$ cat src/rtl/pwm16_pkg.sv
package pwm16_pkg;

    typedef enum logic [1:0] {
        ST_BLANKED  = 2'd0,
        ST_COUNTING = 2'd1,
        ST_PARKED   = 2'd2
    } gs_phase_e;

endpackage

$ cat src/rtl/gs_sequencer.sv
module gs_sequencer
    import pwm16_pkg::*;
#(
    parameter int GSW = 12
) (
    input  logic            clk,
    input  logic            blank,
    output gs_phase_e       phase,
    output logic [GSW-1:0]  count
);

    localparam logic [GSW-1:0] CNT_TOP = {GSW{1'b1}};
    localparam logic [GSW-1:0] CNT_ONE = {{(GSW-1){1'b0}}, 1'b1};

    gs_phase_e       phase_q, phase_n;
    logic [GSW-1:0]  count_q, count_n;

    // State register: blank is an asynchronous cycle reset
    always_ff @(posedge clk or posedge blank) begin
        if (blank) begin
            phase_q <= ST_BLANKED;
            count_q <= '0;
        end else begin
            phase_q <= phase_n;
            count_q <= count_n;
        end
    end

    // Next-state and counter update
    always_comb begin
        phase_n = phase_q;
        count_n = count_q;
        unique case (phase_q)
            ST_BLANKED: begin
                phase_n = ST_COUNTING;
                count_n = CNT_ONE;
            end
            ST_COUNTING: begin
                if (count_q == CNT_TOP) begin
                    phase_n = ST_PARKED;
                end else begin
                    count_n = count_q + CNT_ONE;
                end
            end
            ST_PARKED: begin
                phase_n = ST_PARKED;
            end
            default: begin
                phase_n = ST_BLANKED;
                count_n = '0;
            end
        endcase
    end

    // Outputs
    always_comb begin
        phase = phase_q;
        count = count_q;
    end

endmodule

$ cat src/rtl/pwm_lane.sv
module pwm_lane
    import pwm16_pkg::*;
#(
    parameter int GSW = 12
) (
    input  logic            clk,
    input  logic            blank,
    input  gs_phase_e       phase,
    input  logic [GSW-1:0]  count,
    input  logic [GSW-1:0]  code,
    output logic            on
);

    localparam logic [GSW-1:0] CNT_TOP = {GSW{1'b1}};

    logic on_q, on_n;

    always_ff @(posedge clk or posedge blank) begin
        if (blank) begin
            on_q <= 1'b0;
        end else begin
            on_q <= on_n;
        end
    end

    always_comb begin
        on_n = 1'b0;
        unique case (phase)
            ST_BLANKED:  on_n = (code != '0);
            ST_COUNTING: on_n = on_q && (code != count) && (count != CNT_TOP);
            ST_PARKED:   on_n = 1'b0;
            default:     on_n = 1'b0;
        endcase
    end

    assign on = on_q;

endmodule

$ cat src/rtl/pwm16_engine.sv
module pwm16_engine
    import pwm16_pkg::*;
#(
    parameter int NCH = 16,
    parameter int GSW = 12
) (
    input  logic                 gs_clk,
    input  logic                 blank,
    input  logic [NCH*GSW-1:0]   gs_values,
    output logic [NCH-1:0]       ch_on,
    output logic [GSW-1:0]       gs_count
);

    gs_phase_e       phase;
    logic [GSW-1:0]  count;

    gs_sequencer #(.GSW(GSW)) u_seq (
        .clk   (gs_clk),
        .blank (blank),
        .phase (phase),
        .count (count)
    );

    for (genvar i = 0; i < NCH; i++) begin : g_lane
        pwm_lane #(.GSW(GSW)) u_lane (
            .clk   (gs_clk),
            .blank (blank),
            .phase (phase),
            .count (count),
            .code  (gs_values[i*GSW +: GSW]),
            .on    (ch_on[i])
        );
    end

    assign gs_count = count;

endmodule

$ cat config.mk
export PLATFORM = sky130hd
export DESIGN_NAME = pwm16_engine
export DESIGN_NICKNAME = d
export VERILOG_FILES = /design/src/rtl/pwm16_pkg.sv /design/src/rtl/gs_sequencer.sv /design/src/rtl/pwm_lane.sv /design/src/rtl/pwm16_engine.sv
export SDC_FILE = /design/constraint.sdc
export NUM_CORES = 1
export LEC_CHECK = 0
export BUFFER_PORTS_ARGS = -buffer_cell sky130_fd_sc_hd__buf_2
export CORE_ASPECT_RATIO = 0.9
export CORE_UTILIZATION = 40
export DETAILED_ROUTE_END_ITERATION = 10
export MAX_ROUTING_LAYER = met4
export PLACE_DENSITY = 0.77
export SLEW_MARGIN = 10
export SYNTH_ARGS = -nofsm -noshare
export SYNTH_HDL_FRONTEND = slang
export SYNTH_SLANG_ARGS = --single-unit
$ cat constraint.sdc
create_clock -name gs_clk -period 1.8 [get_ports gs_clk]
set_clock_uncertainty 0.2 [all_clocks]
set_input_delay 0.18 -clock gs_clk [delete_from_list [all_inputs] [get_ports gs_clk]]
set_output_delay 0.18 -clock gs_clk [all_outputs]
set_load 0.05 [all_outputs]
==> metrics.md <==
| Metric | Value |
|---|---|
| Pwr/cell area | 352 nW/um2 |
| Crit Path Class | reg2reg |
| Worst skew pair latency | 0.28 ns |
| TritonCTS clock tree | built |
| Antenna-violating nets left | 0 |
| Layout area overhead | 45.4% |
| Initial antenna violation count | 0 |
| Worst setup margin | -0.0614 ns |
| Final WL | 16,400 um |
| Vias per inst | slightly below 6 |
| Worst-Margin Slew | between 0.4 and 0.5 ns |
| Primary FF master, synth | dfrtp_1 |
| # clock sinks | 30 |
| Failing checks | negative setup slack |
| DP HPWL | 12,800 um |
| Final setup TNS | -0.119 ns |
| Sequential area share after synthesis | 0.181 |
| Reg clk slew, reported paths | 0.05 ns |
| DRT iter0 DRCs | 387 |
| Routed wire per std cell | 19.3 um |
| Synth Register Bits | 30 |
| Layout Nets | a little over 900 |
| Port bufs | 221 |
| Layout cells sized above 1 | 0.453 |
| Max Cap Violations | 0 |
| Drt drc | 0 |
| Post-Synthesis Cells | roughly 490 |
| Distinct cells, synth | 40 |
| Min-delay worst type | in2reg |
| Std-Cell Rows | 34 |
| Die X | around 110 um |
| Final Critical Period | roughly 1.9 ns |
| First-pass GRT wire length | 24,200 um |
| Clk buf depth | 2 |
| Critical path data required time | ~1.8 ns |
| Rel. slew slack | 0.728 |
| Period utilisation layout | 1.03 |
| FMAX | 537 MHz |
| Critical Path, Cell by Cell | inv_2, ha_4, and4b_1, nand3_2, buf_4, o21ai_0, a21oi_2 |
| Starting density of the core | 0.419 |
| Gr usage total | 0.301 |
| Critical path's largest stage delay | approximately 0.4 ns |
| Routability Congestion | between 0.9 and 1 |
| Pre-Repair DR Iteration Count | 5 |
| RSZ-0062 raised after global routing | yes |
| Worst hold slack | 0.0608 ns |
| Total Die Area | 10,800 um2 |
| Syn_area_per_cell | approximately 8.4 um2 |
| Final hold vios | 0 |
| Peak supply drop | roughly 0.28 mV |
| Setup violators final | 6 |
| Yosys warns | 0 |
| Crit path DAT | 1.82 ns |
| Filler cells | ~840 |
| Vias in the first global route | 4,984 |
| Ys async rst share | 1.00 |
| Grt total ovfl | 0 |
| Via count | 4,910 |
| H-tree levels | 2 |
| I/O Pins | ~220 |
| DP Area | 5550 um2 |
| Clock root buffer | clkbuf_16 |
| Mapped Nets | roughly 700 |
| Core area | around 9900 um2 |
| CP Launch Type | flop |
| Final Max Slew Viols | 0 |
| Number of synthesized flops with an enable pin | 0 |
| CP max stage cell | dfrtp_1 |
| Total CTS buffers | 5 |
| Status | finished, violations left |
| P_leak | between 2 and 3 nW |
| Largest net degree at the start of global routing | 31 |
| Die Ht | between 90 and 100 um |
| Mapped Area | 4140 um2 |
| Diodes inserted | 0 |
| Worst-path fanout max | 3 |
| R2R setup slack | -0.06 ns |
| Worst Setup End Kind | flop |
| Cell area after layout | 6020 um2 |
==> report_power, final <==
group | leakage (nW) | switching, mW | internal [mW]
registers | 0.301 | 0.00369 | 0.680
clock network | 0.0729 | 0.312 | 0.547
logic | 2.50 | 0.306 | 0.271
total | 2.88 | 0.623 | 1.50
==> per-layer routing <==
| metal | GRT usage | wire length [um] |
|---|---|---|
| met3 | 0.0357 | 1110 |
| met5 | - | 0 |
| met4 | 0.113 | 442 |
| met2 | 0.517 | 8080 |
| met1 | 0.356 | 6800 |
==> cell usage in the layout, fill, tap and decap left out, drive strengths merged, types with 2 or more instances in the layout <==
cell    synthesis  final
a21oi           5      5
a31oi           3      3
a32o           17     17
and2            2      2
and4            2      2
buf            44    277
clkbuf          7      6
dfrtp          30     30
ha              4      4
inv             5      5
mux2            2      2
nand2           8      8
nand3          39     39
nand4           3      3
nor2            7      7
nor3            3      3
nor4           96     96
o21ai           4      4
o22a            3      3
xor2          192    192
==> cells by family after synthesis <==
logic type | share of synthesized area
AOI/OAI and AO/OA | 0.0837
DFF | 0.181
buffers and inverters | 0.0783
xor gates and xnor gates | 0.408
adders and majority gates | 0.0121
and+or+nand+nor | 0.231
muxes | 0.00544
==> layout make-up <==
type / instances / area [um2] / share of cell area
repair buffers: 278 / 1690 / 0.281
flip-flops and latches: 30 / 766 / 0.127
clock buffers: 6 / 139 / 0.0231
multi-input cells: 405 / 3240 / 0.538
inverters: 5 / 18.8 / 0.00312
clock inverters: 2 / 12.5 / 0.00208
well taps: 126 / 158 / 0.0262
==> path summary, 6_finish.rpt <==
path,startpoint,endpoint,cells after the start
worst max register to register,u_seq.phase[0],u_seq.count[9],7
worst min register to register,g_lane[4].u_lane.on,g_lane[4].u_lane.on,1
worst min-delay path,gs_values[77],g_lane[6].u_lane.on,4
worst max-delay path,u_seq.phase[0],u_seq.count[9],7
max in group asynchronous,blank,u_seq.count[3],4
min in group asynchronous,blank,g_lane[5].u_lane.on,4
==> cell usage after synthesis, types with 5 or more instances <==
cell type  count  share of area
nor2_1         7         0.0063
a21oi_1        5         0.0060
clkbuf_1       7         0.0063
nand3_1       39          0.047
dfrtp_1       30           0.18
nor4_1        96           0.15
xor2_1       192           0.41
a32o_1        17          0.041
inv_1          5         0.0045
nand2_1        8         0.0073
buf_4         18          0.033
buf_2         19          0.023
==> worst max-delay path: cells and delay by family (launching register included) <==
kind / cells / cell delay, ns
AOI/OAI and AO/OA: 2 / 0.35
adders and majority gates: 1 / 0.16
buffers and inverters: 2 / 0.23
DFF: 1 / 0.39
and+or+nand+nor: 2 / 0.41
==> sequential cells by signal, summed over array words and instances, names as in the netlist <==
name              cells
g_lane.u_lane.on     16
u_seq.phase           2
u_seq.count          12
==> repair_timing <==
item                                   in CTS  in global routing
setup buffers                               3                  5
setup endpoints to repair                  17                 28
pin swaps                                  11                 42
hold buffers                                1                  0
gates resized for setup                    11                 41
endpoints found under the hold margin      30                  0
==> per-stage QoR <==
step | setup slack, ns | utilization | power [mW] | instances
floorplan | -0.205 | - | 0.901 | 491
global placement | -0.00985 | 0.562 | 1.23 | 835
detailed placement | -0.0602 | 0.562 | 1.25 | 835
CTS | 0.0000875 | 0.586 | 2.10 | 847
global route | -0.123 | 0.610 | 2.20 | 852
finish | -0.0614 | 0.610 | 2.12 | 852
Power figures use the tool's default switching activity.
